## config.mk

```make
export PLATFORM = sky130hd
export DESIGN_NAME = gpio_port_ovr
export DESIGN_NICKNAME = d
export VERILOG_FILES = /design/src/rtl/gpio_ovr_pkg.sv /design/src/rtl/gpio_ovr_ctrl.sv /design/src/rtl/gpio_ovr_dp.sv /design/src/rtl/gpio_port_ovr.sv
export SDC_FILE = /design/constraint.sdc
export NUM_CORES = 1
export LEC_CHECK = 0
export BUFFER_PORTS_ARGS = -buffer_cell sky130_fd_sc_hd__buf_2
export CORE_MARGIN = 2
export CORE_UTILIZATION = 43
export CTS_CLUSTER_DIAMETER = 80
export DETAILED_ROUTE_END_ITERATION = 6
export PLACE_DENSITY = 0.85
export SYNTH_ARGS = -nofsm -noshare
export SYNTH_HDL_FRONTEND = slang
export SYNTH_HIERARCHICAL = 1
export SYNTH_SLANG_ARGS = --single-unit
```

## constraint.sdc

```tcl
create_clock -name clk -period 2.5 [get_ports clk]
set_clock_uncertainty 0.05 [all_clocks]
set_input_delay 0.5 -clock clk [delete_from_list [all_inputs] [get_ports clk]]
set_output_delay 0.5 -clock clk [all_outputs]
set_load 0.005 [all_outputs]
```

## src/rtl/gpio_ovr_pkg.sv

```systemverilog
package gpio_ovr_pkg;
  localparam int GPIO_ADDR_W = 2;
  localparam logic [GPIO_ADDR_W-1:0] ADDR_PIN = 2'd0;
  localparam logic [GPIO_ADDR_W-1:0] ADDR_DIR = 2'd1;
  localparam logic [GPIO_ADDR_W-1:0] ADDR_VAL = 2'd2;

  // strobes from control to datapath
  typedef struct packed {
    logic wrDir;
    logic wrVal;
    logic rdPin;
    logic rdDir;
    logic rdVal;
  } gpioStrb_t;
endpackage

```

## src/rtl/gpio_ovr_ctrl.sv

```systemverilog
module gpio_ovr_ctrl
  import gpio_ovr_pkg::*;
(
  input  logic                   clk,
  input  logic                   rstN,
  input  logic                   regWr,
  input  logic [GPIO_ADDR_W-1:0] regAddr,
  output gpioStrb_t              strb
);

  always_comb begin
    strb       = '0;
    strb.rdPin = (regAddr == ADDR_PIN);
    strb.rdDir = (regAddr == ADDR_DIR);
    strb.rdVal = (regAddr == ADDR_VAL);
    strb.wrDir = regWr && (regAddr == ADDR_DIR);
    strb.wrVal = regWr && (regAddr == ADDR_VAL);
  end

  // at most one register loads per cycle
  p_one_write_r2: assert property (@(posedge clk) disable iff (!rstN)
    $onehot0({strb.wrDir, strb.wrVal}));

endmodule

```

## src/rtl/gpio_ovr_dp.sv

```systemverilog
module gpio_ovr_dp
  import gpio_ovr_pkg::*;
#(
  parameter int W = 8
) (
  input  logic          clk,
  input  logic          rstN,
  input  gpioStrb_t     strb,
  input  logic [W-1:0]  wrData,
  output logic [W-1:0]  rdData,
  input  logic          pullupDisable,
  input  logic          sleepGate,
  input  logic [W-1:0]  puOvrEn,
  input  logic [W-1:0]  puOvrVal,
  input  logic [W-1:0]  dirOvrEn,
  input  logic [W-1:0]  dirOvrVal,
  input  logic [W-1:0]  valOvrEn,
  input  logic [W-1:0]  valOvrVal,
  input  logic [W-1:0]  inEnOvrEn,
  input  logic [W-1:0]  inEnOvrVal,
  input  logic [W-1:0]  padIn,
  output logic [W-1:0]  padOut,
  output logic [W-1:0]  padOe,
  output logic [W-1:0]  padPullup,
  output logic [W-1:0]  rawIn
);

  logic [W-1:0] dirQ, valQ;
  logic [W-1:0] syncA, syncB;
  logic [W-1:0] inEn;
  logic [W-1:0] outSel;

  always_ff @(posedge clk or negedge rstN) begin
    if (!rstN) begin
      dirQ <= '0;
      valQ <= '0;
    end else begin
      if (strb.wrDir) dirQ <= wrData;
      if (strb.wrVal) valQ <= wrData;
    end
  end

  // per-pin override muxes
  for (genvar i = 0; i < W; i++) begin : g_pin
    assign padPullup[i] = puOvrEn[i]  ? puOvrVal[i]
                                      : (~dirQ[i] & valQ[i] & ~pullupDisable);
    assign padOe[i]     = dirOvrEn[i] ? dirOvrVal[i] : dirQ[i];
    assign outSel[i]    = valOvrEn[i] ? valOvrVal[i] : valQ[i];
    assign padOut[i]    = padOe[i] & outSel[i];
    assign inEn[i]      = inEnOvrEn[i] ? inEnOvrVal[i] : ~sleepGate;
    assign rawIn[i]     = padIn[i] & inEn[i];
  end

  // two-stage pin synchronizer
  always_ff @(posedge clk or negedge rstN) begin
    if (!rstN) begin
      syncA <= '0;
      syncB <= '0;
    end else begin
      syncA <= rawIn;
      syncB <= syncA;
    end
  end

  assign rdData = ({W{strb.rdPin}} & syncB)
                | ({W{strb.rdDir}} & dirQ)
                | ({W{strb.rdVal}} & valQ);

  // edges since reset, saturating at 2, for the latency check
  logic [1:0] warmCnt;
  always_ff @(posedge clk or negedge rstN) begin
    if (!rstN)               warmCnt <= '0;
    else if (warmCnt != 2'd2) warmCnt <= warmCnt + 2'd1;
  end

  p_wr_dir_r2: assert property (@(posedge clk) disable iff (!rstN)
    strb.wrDir |=> dirQ == $past(wrData));
  p_wr_val_r2: assert property (@(posedge clk) disable iff (!rstN)
    strb.wrVal |=> valQ == $past(wrData));
  p_dir_hold_r2: assert property (@(posedge clk) disable iff (!rstN)
    !strb.wrDir |=> $stable(dirQ));
  p_sync_lat_r9: assert property (@(posedge clk) disable iff (!rstN)
    (warmCnt == 2'd2) |-> syncB == $past(rawIn, 2));
  p_sleep_gate_r7: assert property (@(posedge clk) disable iff (!rstN)
    (sleepGate && inEnOvrEn == '0) |=> syncA == '0);

endmodule

```

## src/rtl/gpio_port_ovr.sv

```systemverilog
module gpio_port_ovr
  import gpio_ovr_pkg::*;
#(
  parameter int W = 8
) (
  input  logic         clk,
  input  logic         rstN,
  input  logic         regWr,
  input  logic [1:0]   regAddr,
  input  logic [W-1:0] wrData,
  output logic [W-1:0] rdData,
  input  logic         pullupDisable,
  input  logic         sleepGate,
  input  logic [W-1:0] puOvrEn,
  input  logic [W-1:0] puOvrVal,
  input  logic [W-1:0] dirOvrEn,
  input  logic [W-1:0] dirOvrVal,
  input  logic [W-1:0] valOvrEn,
  input  logic [W-1:0] valOvrVal,
  input  logic [W-1:0] inEnOvrEn,
  input  logic [W-1:0] inEnOvrVal,
  input  logic [W-1:0] padIn,
  output logic [W-1:0] padOut,
  output logic [W-1:0] padOe,
  output logic [W-1:0] padPullup,
  output logic [W-1:0] rawIn
);

  gpioStrb_t strb;

  gpio_ovr_ctrl i_ctrl (
    .clk     (clk),
    .rstN    (rstN),
    .regWr   (regWr),
    .regAddr (regAddr),
    .strb    (strb)
  );

  gpio_ovr_dp #(.W(W)) i_dp (
    .clk           (clk),
    .rstN          (rstN),
    .strb          (strb),
    .wrData        (wrData),
    .rdData        (rdData),
    .pullupDisable (pullupDisable),
    .sleepGate     (sleepGate),
    .puOvrEn       (puOvrEn),
    .puOvrVal      (puOvrVal),
    .dirOvrEn      (dirOvrEn),
    .dirOvrVal     (dirOvrVal),
    .valOvrEn      (valOvrEn),
    .valOvrVal     (valOvrVal),
    .inEnOvrEn     (inEnOvrEn),
    .inEnOvrVal    (inEnOvrVal),
    .padIn         (padIn),
    .padOut        (padOut),
    .padOe         (padOe),
    .padPullup     (padPullup),
    .rawIn         (rawIn)
  );

endmodule

```

==> reports/summary.txt, run 1 <==
Synth top area share - 47.6%
CP delay by family, top - simple AND/OR/NAND/NOR gates
vias in the first global route - 1484
DP Cell Count - 323
Avg Vias per Cell - 4.94
Final Net Count - 369
Arr. time, crit path - 1.49 ns
RSZ-0062 raised after global routing - no
CTS-repair resized insts - 0
max-cap check violation count - 0
initial drt markers - 91
element type at the critical path start - input pin
CTS tree - built
Mapped Cells - 154
Buf/Inv on CP - 3
hold_buf cts - 0
# rows - 22
status - complete, no violations
FF+latch count, synth - 32
number of remaining DRC errors - 0
PwrDens - 557 nW/um^2
area grow syn2layout - 43.9%
Pins Over Slew Limit - 0
most frequent cells in the layout - buf_2 (126), dfrtp_1 (32), mux2_2 (24), nand2_1 (24), inv_1 (16)
Worst-Margin Slew - 0.675 ns
Peak Freq - 489 MHz
Initial Utilization - 45.3%
die width - 66.6 microns
I/O pins - 127
Antenna Cells - 0
Worst Path Required - 1.95 ns
Final Cycle Share - 81.8%
total wire length - 4130 microns
syn_area_per_cell - 10.9 sq um
Netlist Area Pre-Place - 1680 sq um
worst-skew pair later-pin latency - 0.27 ns
critical path type - in2out
max incr delay on CP - 0.51 ns
dpl hpwl - 3350 microns
wire length per cell - 12.5 microns
Synth area leaders - dfrtp_1 (48%), mux2_2 (16%), nand2_1 (5.4%)
Reg clk slew, reported paths - 0.06 ns
post-synth net total - 241
post-layout min period - 2.04 ns
most common cell after layout, fill and taps aside - buf_2
post-synthesis sequential area ratio - 47.6%
grt total ovfl - 0
Setup crit end kind - output port
post-synthesis cell type with the largest combined area - dfrtp_1
Filler cells - 336
Leak - 1.34 nW
Num CTS Buffers - 5
Max transition margin - 55.0%
final antenna-violating net count - 0
CTS root buf - clkbuf_8
CTS Buffer Depth - 2
routed via count - 1636
gpl congestion - 0.754
fin cells - 331
Pre-antenna DRT Iters - 5
pin count of the biggest net entering global routing - 33
Unique masters post-synth - 19
clock sink count - 32
Max stage delay cell, worst path - nor2b_1
initial antenna violation count - 0
setup_tns - 0 ns
Die Span Y - 66.6 microns
Total GRT Usage - 19.2%
CTS H-tree lvls - 2
final hold violation count - 0
Hold Crit Class - in2async
IO buf count - 126
Post-CTS Repair Setup Buffers - 0
die area - 4430 sq um
Synth warnings - 6
Fin Hold WS - 0.212 ns
Final Util - 65.2%
core outline area - 3720 sq um
Final setup viols - 0
global-route wire length before repair - 6340 microns
share of layout cells above drive strength 1 - 61.1%
CP most frequent cell - buf_2
CP Cell Sequence - buf_2, nor2b_1, a222oi_1, inv_1, buf_2
crit-path max FO - 8
Worst VDD drop - 0.367 mV
==> layout make-up <==
cell class | instances | area (sq um) | area share (%)
flip-flops and latches | 32 | 801 | 33.1
multi-input cells | 101 | 778 | 32.1
repair buffers | 126 | 631 | 26.0
clock buffers | 6 | 82.6 | 3.41
inverters | 16 | 60.1 | 2.48
well taps | 48 | 60.1 | 2.48
clock inverters | 2 | 10.0 | 0.413
==> registers in the layout, indices dropped and copies added (netlist names) <==
register,cells
i_dp/syncA,8
i_dp/valQ,8
i_dp/syncB,8
i_dp/dirQ,8
==> through the flow <==
step / power, W / cell area [sq um] / worst slack, ns
2_1_floorplan: 0.000795 / 1680 / 0.852
3_3_place_gp: 0.000965 / 2330 / 0.477
3_5_place_dp: 0.000975 / 2330 / 0.486
4_1_cts: 0.00137 / 2420 / 0.475
5_1_grt: 0.00144 / 2420 / 0.389
6_report: 0.00135 / 2420 / 0.455
==> cell usage after synthesis <==
cell type and number:
a21boi_0 1, a21boi_2 7, a222oi_1 8, and2_1 8, and3b_1 2, buf_2 1, buf_6 3, clkbuf_2 1
dfrtp_1 32, inv_1 16, mux2_2 24, nand2_1 24, nor2_1 1, nor2b_1 2, o21ai_0 8, o41ai_1 7
o41ai_2 1, or2_1 1, or2_2 7
==> worst paths after layout <==
kind                       depth (start not counted)          start            end  slack (ns)
setup / recovery                                   5     regAddr[1]      rdData[6]        0.46
hold / removal                                     1           rstN   i_dp/valQ[4]        0.21
setup reg to reg                                   1   i_dp/dirQ[0]   i_dp/dirQ[0]        1.63
hold reg to reg                                    0  i_dp/syncA[6]  i_dp/syncB[6]        0.30
max in group asynchronous                          1           rstN  i_dp/syncB[0]        1.75
min in group clk                                   0  i_dp/syncA[6]  i_dp/syncB[6]        0.30
==> cell families (layout without fill, tap and decap cells) <==
group / Yosys count / in the layout / share of synthesized area (%)
buffers and inverters: 21 / 150 / 6.17
DFF: 32 / 32 / 47.6
and+or+nand+nor: 45 / 45 / 13.3
AOI/OAI and AO/OA: 32 / 32 / 16.9
muxes: 24 / 24 / 16.1
==> routing by layer <==
layer  vias up  track usage, %  part of all wire (%)
met4         0            5.36                  0.41
met2        91            35.0                    52
li1        803               -                     -
met1       740            21.2                    38
met5         -               0                     0
met3         2            6.42                   9.6
==> power breakdown <==
group          total, W  leakage, nW  internal (W)  switching, W
combinational  0.000328        0.889      0.000191      0.000137
sequential     0.000634        0.401      0.000580     0.0000537
clock          0.000387       0.0510      0.000219      0.000168
Power figures use the tool's default switching activity.
==> run 2: changes to the inputs <==
--- a/config.mk
+++ b/config.mk
@@ -7,10 +7,10 @@
 export LEC_CHECK = 0
 export BUFFER_PORTS_ARGS = -buffer_cell sky130_fd_sc_hd__buf_2
 export CORE_MARGIN = 2
-export CORE_UTILIZATION = 43
+export CORE_UTILIZATION = 36
 export CTS_CLUSTER_DIAMETER = 80
 export DETAILED_ROUTE_END_ITERATION = 6
-export PLACE_DENSITY = 0.85
+export PLACE_DENSITY = 0.76
 export SYNTH_ARGS = -nofsm -noshare
 export SYNTH_HDL_FRONTEND = slang
 export SYNTH_HIERARCHICAL = 1
==> constraint.sdc (replaced) <==
create_clock -name clk -period 1.8 [get_ports clk]
set_clock_uncertainty 0.05 [all_clocks]
set_input_delay 0.36 -clock clk [delete_from_list [all_inputs] [get_ports clk]]
set_output_delay 0.36 -clock clk [all_outputs]
set_load 0.005 [all_outputs]
==> reports/summary.txt, run 2 (synthesized netlist as in run 1, its figures left out) <==
routed via count - 1646
CTS root buf - clkbuf_8
most frequent cells in the layout - buf_2 (126), dfrtp_1 (32), mux2_2 (24), nand2_1 (24), inv_1 (16)
die area - 5240 sq um
Final Cycle Share - 92.1%
Worst Path Required - 1.39 ns
wire length per cell - 12.7 microns
Setup crit end kind - output port
max incr delay on CP - 0.43 ns
CTS H-tree lvls - 2
setup_tns - 0 ns
Avg Vias per Cell - 4.91
total wire length - 4260 microns
post-layout min period - 1.66 ns
Leak - 1.35 nW
worst r2r src - i_dp/dirQ[0]
vias in the first global route - 1568
I/O pins - 127
CP Cell Sequence - mux2_2, and2_1, buf_2
dpl ws - 0.0427 ns
Setup crit start - i_dp/dirQ[6]
Arr. time, crit path - 1.25 ns
most common cell after layout, fill and taps aside - buf_2
global-route wire length before repair - 6960 microns
initial antenna violation count - 0
Area after DPL - 2340 sq um
clock sink count - 32
Max transition margin - 54.7%
Antenna Cells - 0
Die Span Y - 72.4 microns
CTS Buffer Depth - 2
Num CTS Buffers - 5
top sig layer - met4
initial drt markers - 108
M1 WL - 1700 microns
pin count of the biggest net entering global routing - 33
status - complete, no violations
# rows - 24
share of layout cells above drive strength 1 - 62.2%
area grow syn2layout - 45.4%
Peak Freq - 603 MHz
Initial Utilization - 38.1%
Reg clk slew, reported paths - 0.06 ns
Worst VDD drop - 0.403 mV
worst-skew pair later-pin latency - 0.28 ns
dpl hpwl - 3390 microns
Final Net Count - 370
number of remaining DRC errors - 0
RSZ-0062 raised after global routing - no
hold_buf cts - 0
final instance area - 2450 sq um
routed length on met3 - 432 microns
PwrDens - 785 nW/um^2
Total GRT Usage - 17.5%
Worst-Margin Slew - 0.679 ns
element type at the critical path start - flop
Pre-antenna DRT Iters - 5
final hold violation count - 0
Final setup viols - 0
critical path type - reg2out
max-cap check violation count - 0
DR WL met2 - 2060 microns
die width - 72.4 microns
gpl congestion - 0.788
Post-CTS Repair Setup Buffers - 0
IO buf count - 126
Hold Crit Class - in2async
Max stage delay cell, worst path - dfrtp_1
final antenna-violating net count - 0
CTS-repair resized insts - 0
final setup margin - 0.142 ns
Pins Over Slew Limit - 0
CTS tree - built
crit-path max FO - 4
grt total ovfl - 0
core outline area - 4410 sq um
## run 2: cell count changes in the layout (fill, tap and decap cells not counted), sizes merged
cell / change
clkinv: -2
buf: +1
clkbuf: +1
## run 2: cell type report
cell class	count	area [sq um]
Fill cell	388	1970
Multi-Input combinational cell	101	786
Inverter	16	60.1
Sequential cell	32	801
Timing Repair Buffer	127	638
Tap cell	52	65.1
Clock buffer	7	96.3
## run 2: per-stage QoR
step	instances	util (%)	total power (W)	hold slack [ns]
final	335	55.4	0.00192	0.0673
after global routing	335	55.4	0.00206	0.120
after CTS	335	55.2	0.00195	0.0967
after detailed placement	328	53.1	0.00136	0.285
after global placement	328	53.1	0.00134	0.282
after floorplan	154	-	0.00110	0.0144
## run 2: routing by layer
metal  vias to the layer above  GRT usage, %
li1                        802             -
met1                       743          20.0
met2                        95          30.2
met3                         6          5.69
met4                         0          6.79
met5                         -             0
## run 2: report_power, final
part | total [W] | switching [W] | internal, W
Clock | 0.000580 | 0.000240 | 0.000340
Sequential | 0.000882 | 0.0000756 | 0.000806
Combinational | 0.000459 | 0.000191 | 0.000268
## run 2: final timing paths
kind                                  to  slack [ns]  cells after the start
max reg2reg                 i_dp/dirQ[0]        0.93                      1
min reg2reg                i_dp/syncB[0]        0.30                      0
max                            padOut[6]        0.14                      3
min in group clk            i_dp/valQ[4]        0.25                      3
min                        i_dp/syncA[5]        0.07                      1
max in group asynchronous   i_dp/dirQ[1]        1.19                      1
## run 2: critical path: cells and delay by family, from the launching register on
family	cells	cell delay, ns
and+or+nand+nor	1	0.14
buffers and inverters	1	0.12
DFF	1	0.43
muxes	1	0.29
